### config.mk
export PLATFORM = sky130hd
export DESIGN_NAME = rowdec_wl_top
export DESIGN_NICKNAME = d
export VERILOG_FILES = /design/src/rtl/rowdec_pkg.sv /design/src/rtl/rowdec_predec.sv /design/src/rtl/rowdec_and_plane.sv /design/src/rtl/rowdec_wl_top.sv
export SDC_FILE = /design/constraint.sdc
export NUM_CORES = 1
export LEC_CHECK = 0
export ABC_CLOCK_PERIOD_IN_PS = 800
export BUFFER_PORTS_ARGS = -buffer_cell sky130_fd_sc_hd__buf_2
export CORE_MARGIN = 10
export CORE_UTILIZATION = 30
export DETAILED_ROUTE_END_ITERATION = 8
export GPL_ROUTABILITY_DRIVEN = 0
export PLACE_DENSITY = 0.53
export SLEW_MARGIN = 40
export SYNTH_ARGS = -nofsm -noshare
export SYNTH_HDL_FRONTEND = slang
export SYNTH_SLANG_ARGS = --single-unit
export TNS_END_PERCENT = 50
### constraint.sdc
create_clock -name clk -period 0.8 [get_ports clk]
set_input_delay 0.16 -clock clk [delete_from_list [all_inputs] [get_ports clk]]
set_output_delay 0.16 -clock clk [all_outputs]
set_load 0.05 [all_outputs]
### src/rtl/rowdec_pkg.sv
package rowdec_pkg;

    // Selects the value of predecode field g (width w) inside a wordline index k.
    function automatic int field_of(input int k, input int g, input int w);
        return (k >> (g * w)) % (1 << w);
    endfunction

endpackage

### src/rtl/rowdec_predec.sv
module rowdec_predec #(
    parameter int IN_W = 4,
    localparam int LINES = 1 << IN_W
) (
    input  logic             enable,
    input  logic [IN_W-1:0]  field,
    output logic [LINES-1:0] lines
);

    always_comb begin
        lines = '0;
        if (enable) begin
            lines[field] = 1'b1;
        end
    end

    // When enabled, exactly one predecoded line is active.
    always_comb begin
        if (enable) begin
            assert_predec_onehot_R1: assert ($onehot(lines));
        end
    end

endmodule

### src/rtl/rowdec_and_plane.sv
module rowdec_and_plane #(
    parameter int GRP_W      = 4,
    parameter int NUM_GROUPS = 2,
    localparam int LINES     = 1 << GRP_W,
    localparam int NUM_WL    = 1 << (GRP_W * NUM_GROUPS)
) (
    input  logic [NUM_GROUPS*LINES-1:0] pre,
    output logic [NUM_WL-1:0]           wl
);

    for (genvar k = 0; k < NUM_WL; k++) begin : g_wl
        logic [NUM_GROUPS-1:0] terms;
        for (genvar g = 0; g < NUM_GROUPS; g++) begin : g_term
            assign terms[g] = pre[g*LINES + rowdec_pkg::field_of(k, g, GRP_W)];
        end
        assign wl[k] = &terms;
    end

    // The shared predecode lines must never light two wordlines at once.
    always_comb begin
        assert_plane_onehot_R2: assert ($onehot0(wl));
    end

endmodule

### src/rtl/rowdec_wl_top.sv
module rowdec_wl_top #(
    parameter int ADDR_W      = 8,
    parameter int PREDEC_BITS = 4,
    localparam int NUM_GROUPS = ADDR_W / PREDEC_BITS,
    localparam int LINES      = 1 << PREDEC_BITS,
    localparam int NUM_WL     = 1 << ADDR_W
) (
    input  logic              clk,
    input  logic              rst_n,
    input  logic              dec_en,
    input  logic [ADDR_W-1:0] row_addr,
    output logic [NUM_WL-1:0] wordline
);

    typedef struct packed {
        logic [NUM_WL-1:0] wl;
    } wl_state_t;

    wl_state_t state_d, state_q;

    logic [NUM_GROUPS*LINES-1:0] pre_lines;
    logic [NUM_WL-1:0]           wl_comb;

    for (genvar g = 0; g < NUM_GROUPS; g++) begin : g_predec
        rowdec_predec #(.IN_W(PREDEC_BITS)) predec_i (
            .enable (dec_en),
            .field  (row_addr[g*PREDEC_BITS +: PREDEC_BITS]),
            .lines  (pre_lines[g*LINES +: LINES])
        );
    end

    rowdec_and_plane #(
        .GRP_W      (PREDEC_BITS),
        .NUM_GROUPS (NUM_GROUPS)
    ) plane_i (
        .pre (pre_lines),
        .wl  (wl_comb)
    );

    always_comb begin
        state_d    = state_q;
        state_d.wl = wl_comb;
    end

    always_ff @(posedge clk or negedge rst_n) begin
        if (!rst_n) begin
            state_q <= '0;
        end else begin
            state_q <= state_d;
        end
    end

    assign wordline = state_q.wl;

    // Marks that one full clock has passed since reset so $past looks at valid cycles.
    logic primed_q;
    always_ff @(posedge clk or negedge rst_n) begin
        if (!rst_n) begin
            primed_q <= 1'b0;
        end else begin
            primed_q <= 1'b1;
        end
    end

    assert_wl_onehot_R2: assert property (@(posedge clk) disable iff (!rst_n)
        $onehot0(wordline));

    assert_disable_clears_R3: assert property (@(posedge clk) disable iff (!rst_n)
        (primed_q && !$past(dec_en)) |-> (wordline == '0));

    assert_addr_latency_R1: assert property (@(posedge clk) disable iff (!rst_n)
        (primed_q && $past(dec_en)) |-> wordline[$past(row_addr)]);

endmodule

==> impl_results.md, run 1 <==
* Status: complete, but fails checks
* Failing checks: setup timing
* Simple logic cell fraction of the synthesized area at 0.254
* Row cnt at 64
* Sequential-to-total area share from yosys stat at 0.690
* Port bufs at 266
* Critical Path Sink: wordline[81]
* Via count at ~6,600
* Initial antenna violation count at 2
* Core Area at ~31,000 um^2
* Number of global-route vias before repair at 7,337
* Max reg flops at 256
* Fmax achieved at 794 MHz
* CTS Buffer Depth at 3
* First-pass GRT wire length at 48,900 um
* CTS root buffer: clkbuf_16
* Fin. max-slew vios at 0
* Pleak at 6.37 nW
* CTS tree: built
* Worst path top cell family by delay: flip-flops
* Antenna Violating Nets Remaining at 0
* Worst-path cell chain: buf_6
* Most frequent cells in the layout: buf_6, dfrtp_1, nor4_2
* Critical Path RT at 0.64 ns
* Filler cells at 2,657
* Avg Cell Area, Syn at 14.6 um^2
* Layout cells sized above 1 at 0.580
* Max_cap viols at 0
* Chip Height at 196 um
* VDD IR max at 0.00138 V
* Vias per inst at 4.97
* Mapped Cells at ~640
* Post-layout min period at between 1 and 1.5 ns
* Fin crit share at 1.57
* Clock power frac at 0.440
* Endpoints failing setup at about 270
* Final net count at 922
* Congestion Overflow GR at 0
* Clock Pin Slew Worst Setup and Hold Paths at 0.06 ns
* Inserted Diodes at 0
* CP endpoint kind: output pin
* Chip width at 196 um
* Crit path arrival time at 1.10 ns
* CP peak stage delay at 0.41 ns
* Setup TNS at -108.09 ns
* Post-Synth Adder-Cell Area at 0
* Final Hold Viols at 0
* Synth Area in XOR/XNOR at 0
* # DRC at 0
* Slowest-stage cell, CP: dfrtp_1
* Largest net degree at the start of global routing at 65
* Main combinational cell family by area after synthesis: simple AND/OR/NAND/NOR gates
* Die area at 38,400 um^2
* Critical path startpoint: wordline[81]
* Seq pwr share at 0.481
* Detailed Route Iter0 Violations at 420
* Max-slew headroom at 0.740
* Detail Placement HPWL at 20,300 um
* Multi-input logic area at 2680 um^2
* Mapped cell area at 9290 um^2
* Initial Util at 0.304
* Critical path type: flop to output pin
* Mux contribution to synthesized area at 0
* First-pass DRT Iterations at 4
* Htree depth at 1
* Dpl ws at -0.570 ns
* Number of CTS-inserted buffers at 26
* Pwr/cell area at approximately 1900 nW/um^2
* Syn. warnings at 0
* Complex-gate fraction of the synthesized area at 0
* Number of synthesized register bits at 256
* Critical path depth in cells at 1
* Net Sw Frac at 0.238
* Net switching power at 6.43 mW
* PnR worst setup slack at -0.459 ns
* Crit start category: flop
* Post-synth cell types at 14
* Reg area at 6410 um^2
* Global Route Usage Sum at 0.161
* CP max FO at 1
* Clock Sinks at 256
* Layout area overhead at 55.9%
* I/O pin cnt at 267
* Worst-Margin Slew at 0.391 ns
* WL/cell at 23.8 um
* Gate power share at 0.079
* Internal power at 20.5 mW
* Setup repair after global routing missed its margin: true
* CP bufs+invs at 1
* Post-Syn Nets at 648
* Hold crit path type: primary input to asynchronous set/reset pin
* Routed WL at 31,500 um
-- repair_timing --
action / 4_1_cts / 5_1_grt
hold endpoints to repair: 256 / 0
pin swaps: 0 / 2
buffers inserted: 0 / 0
hold buffers: 1 / 0
setup endpoints to repair: 258 / 308
resized for setup: 513 / 38
gates cloned: 0 / 0
-- cell families (layout without fill, tap and decap cells) --
group,count (synthesis),after routing
simple gates,272,272
buf+inv,109,401
flops,256,256
-- worst min-delay path by stage --
stage          start             to  slack, ns
6_report       rst_n  wordline[198]       0.11
5_1_grt        rst_n  wordline[143]        0.1
4_1_cts        rst_n  wordline[142]       0.08
3_5_place_dp   rst_n  wordline[198]       0.05
3_3_place_gp   rst_n  wordline[198]       0.06
2_1_floorplan  rst_n    wordline[0]      -0.14
-- Yosys cell counts --
master	n	area (um^2)
buf_6	12	135
or2_2	2	12.5
nand2_1	2	7.51
nor4_1	152	951
buf_1	29	109
buf_4	3	22.5
clkbuf_1	51	191
nor4_2	104	1300
buf_2	14	70.1
nand3_1	2	10.0
nand3b_1	4	30.0
dfrtp_1	256	6410
nand2b_1	4	25.0
or3b_1	2	17.5
-- power groups by stage --
stage	Combinational, mW	Sequential [mW]	Clock, mW
final	2.14	13.0	11.9
after global routing	2.32	13.0	12.7
after CTS	2.10	13.0	12.2
after global placement	2.07	13.2	0
after detailed placement	2.07	13.2	0
after floorplan	1.05	13.3	0
-- metrics by stage --
step	hold slack [ns]	power [mW]	cell area (um^2)	util	cells
finish	0.106	27.0	14500	0.473	1325
global route	0.0987	28.0	14500	0.473	1325
CTS	0.0767	27.3	14200	0.465	1325
detailed placement	0.0504	15.3	11800	0.385	1278
global placement	0.0588	15.3	11800	0.385	1278
floorplan	-0.136	14.3	9640	-	637
-- layer usage --
| layer | GRT usage | wire (um) | vias up |
|---|---|---|---|
| li1 | - | - | 2924 |
| met3 | 0.0508 | 2450 | 44 |
| met4 | 0.0351 | 548 | 4 |
| met5 | 0 | 33 | - |
| met2 | 0.250 | 15200 | 216 |
| met1 | 0.215 | 13300 | 3396 |
-- area by class of cell --
| cell class | count | share of cell area |
|---|---|---|
| flip-flops and latches | 256 | 0.442 |
| clock buffers | 40 | 0.0535 |
| clock inverters | 6 | 0.00432 |
| well taps | 396 | 0.0342 |
| repair buffers | 355 | 0.281 |
| multi-input cells | 272 | 0.185 |
Note: power is estimated with default switching activity, not from simulation.
==> inputs of run 2 (changes only) <==
--- a/config.mk
+++ b/config.mk
@@ -5,13 +5,14 @@
 export SDC_FILE = /design/constraint.sdc
 export NUM_CORES = 1
 export LEC_CHECK = 0
+export ABC_AREA = 1
 export ABC_CLOCK_PERIOD_IN_PS = 800
 export BUFFER_PORTS_ARGS = -buffer_cell sky130_fd_sc_hd__buf_2
 export CORE_MARGIN = 10
 export CORE_UTILIZATION = 30
 export DETAILED_ROUTE_END_ITERATION = 8
 export GPL_ROUTABILITY_DRIVEN = 0
-export PLACE_DENSITY = 0.53
+export PLACE_DENSITY = 0.54
 export SLEW_MARGIN = 40
 export SYNTH_ARGS = -nofsm -noshare
 export SYNTH_HDL_FRONTEND = slang
==> run 2 against run 1 <==
  * The run still ends with setup timing left
  * Via count is 16% lower
  * Utilization is 2.8 points higher
  * Synthesized cell count is 2.5% lower
  * Cell area is 10% lower
==> impl_results.md, run 2 <==
* Mapped Cells at between 600 and 700
* Chip Height at 182 um
* Number of global-route vias before repair at ~6,200
* Crit path arrival time at 1.09 ns
* Crit start category: flop
* Min-delay src: row_addr[0]
* Htree depth at 1
* Post-layout total power at ~27 mW
* Number of CTS-inserted buffers at 27
* Critical Path RT at 0.64 ns
* Max-slew headroom at 0.781
* I/O pin cnt at between 200 and 300
* Failing checks: setup timing
* Routed WL at 27,100 um
* CTS tree: built
* CP peak stage delay at 0.41 ns
* Initial Util at 0.303
* VDD IR max at 0.00135 V
* Post-CTS Setup Bufs at 0
* CTS root buffer: clkbuf_16
* Post-synth cell types at 9
* Largest net degree at the start of global routing at 40
* CTS Buffer Depth at 3
* Fin. max-slew vios at 0
* Endpoints failing setup at around 260
* Worst-Margin Slew at 0.329 ns
* Antenna Violating Nets Remaining at 0
* Top cell type's share of synthesized area at 0.816
* Area leader, netlist: dfrtp_1
* Hold crit path type: primary input to flop
* Layout cells sized above 1 at 0.421
* Syn. warnings at 0
* Number of synthesized register bits at 256
* Post-layout min period at 1.25 ns
* Status: complete, but fails checks
* Global Route Usage Sum at 0.161
* Post-synth ARST share at 1.00
* Mapped cell area at approximately 7800 um^2
* Core Area at 25,900 um^2
* CP max FO at 1
* Fmax achieved at 802 MHz
* First-pass GRT wire length at 40,800 um
* CP endpoint kind: output pin
* Layout area overhead at 65.5%
* # DRC at 0
* Max_cap viols at 0
* Critical path type: flop to output pin
* Slowest-stage cell, CP: dfrtp_1
* Die area at 33,000 um^2
* Avg Cell Area, Syn at about 13 um^2
* Critical path startpoint: wordline[241]
* Final Hold Viols at 0
* Setup TNS at -104.45 ns
* Most frequent cells in the layout: nor2_1, dfrtp_1, buf_6
* Clock Sinks at approximately 260
* Port bufs at 266
* Setup repair after global routing missed its margin: true
* Row cnt at 59
* Worst-path cell chain: buf_6
* Via count at 5,511
* Congestion Overflow GR at 0
* WL/cell at around 21 um
* Final net count at 957
* Max reg flops at ~260
* Synth top cells by count: nor2_1, dfrtp_1, nand2_1
* Clock Pin Slew Worst Setup and Hold Paths at 0.06 ns
* Filler cells at 2,246
* Detailed Route Iter0 Violations at 224
* Count leader, synth: nor2_1
* Most used DFF post-synth: dfrtp_1
* Vias per inst at 4.24
* Commonest non-fill, non-tap cell in the layout: nor2_1
* Largest cells by area after synthesis: dfrtp_1, nor2_1, buf_2
* First-pass DRT Iterations at 4
* Pleak at 6.51 nW
* Post-synth EDFFs at 0
* Detail Placement HPWL at about 19,000 um
* Sequential-to-total area share from yosys stat at 0.816
* Initial antenna violation count at 4
* PnR worst setup slack at -0.448 ns
* Post-Syn Nets at 632
* Pwr/cell area at between 2000 and 2500 nW/um^2
* CP bufs+invs at 1
* Worst path top cell family by delay: flip-flops
* Chip width at 182 um
* Fin crit share at 1.56
[run 2: final cells by class]
cell class,instances,area [um^2],area share
Sequential cell,256,6410,0.493
Clock inverter,9,126,0.00973
Multi-Input combinational cell,316,1450,0.111
Inverter,15,56.3,0.00434
Antenna cell,1,2.50,0.000193
Timing Repair Buffer,330,3720,0.286
Tap cell,335,419,0.0323
Clock buffer,39,811,0.0624
[run 2: kinds of logic after synthesis]
logic type | Yosys count | share of synthesized area
buf+inv | 49 | 0.0289
flops | 256 | 0.816
simple gates | 316 | 0.155
[run 2: worst paths after layout]
check	endpoint	cells after the start
worst max-delay path	wordline[241]	1
worst min-delay path	wordline[89]	5
max in group asynchronous	wordline[193]	3
min in group asynchronous	wordline[46]	2
[run 2: stage by stage]
stage                     worst slack [ns]  hold WS, ns  cells  utilization  instance area, um^2
after floorplan                     -0.153       -0.136    621            -                 8220
after global placement              -0.371       0.0605   1251        0.403                10400
after detailed placement            -0.401       0.0597   1251        0.403                10400
after CTS                           -0.472     0.000249   1300        0.501                13000
after global routing                -0.491       0.0365   1301        0.501                13000
final                               -0.448       0.0233   1301        0.501                13000
[run 2: power breakdown]
group          switching (mW)  leakage (nW)  total [mW]  internal (mW)
Combinational           0.703          2.47        1.03          0.330
Sequential            0.00712          3.58        13.0           13.0
Clock                    4.91         0.463        12.9           7.96
Total                    5.62          6.51        26.9           21.3
[run 2: per-layer routing]
layer	up-vias	global-route usage	share of wire
li1	2516	-	-
met1	2763	0.192	0.39
met2	188	0.271	0.50
met3	42	0.0571	0.089
met4	2	0.0371	0.018
met5	-	0	0.00048
[run 2: timing repair]
item                                    CTS  global route
endpoints found under the setup margin  256           256
hold endpoints to repair                256             0
hold buffers                              1             0
gates resized for setup                 508             0
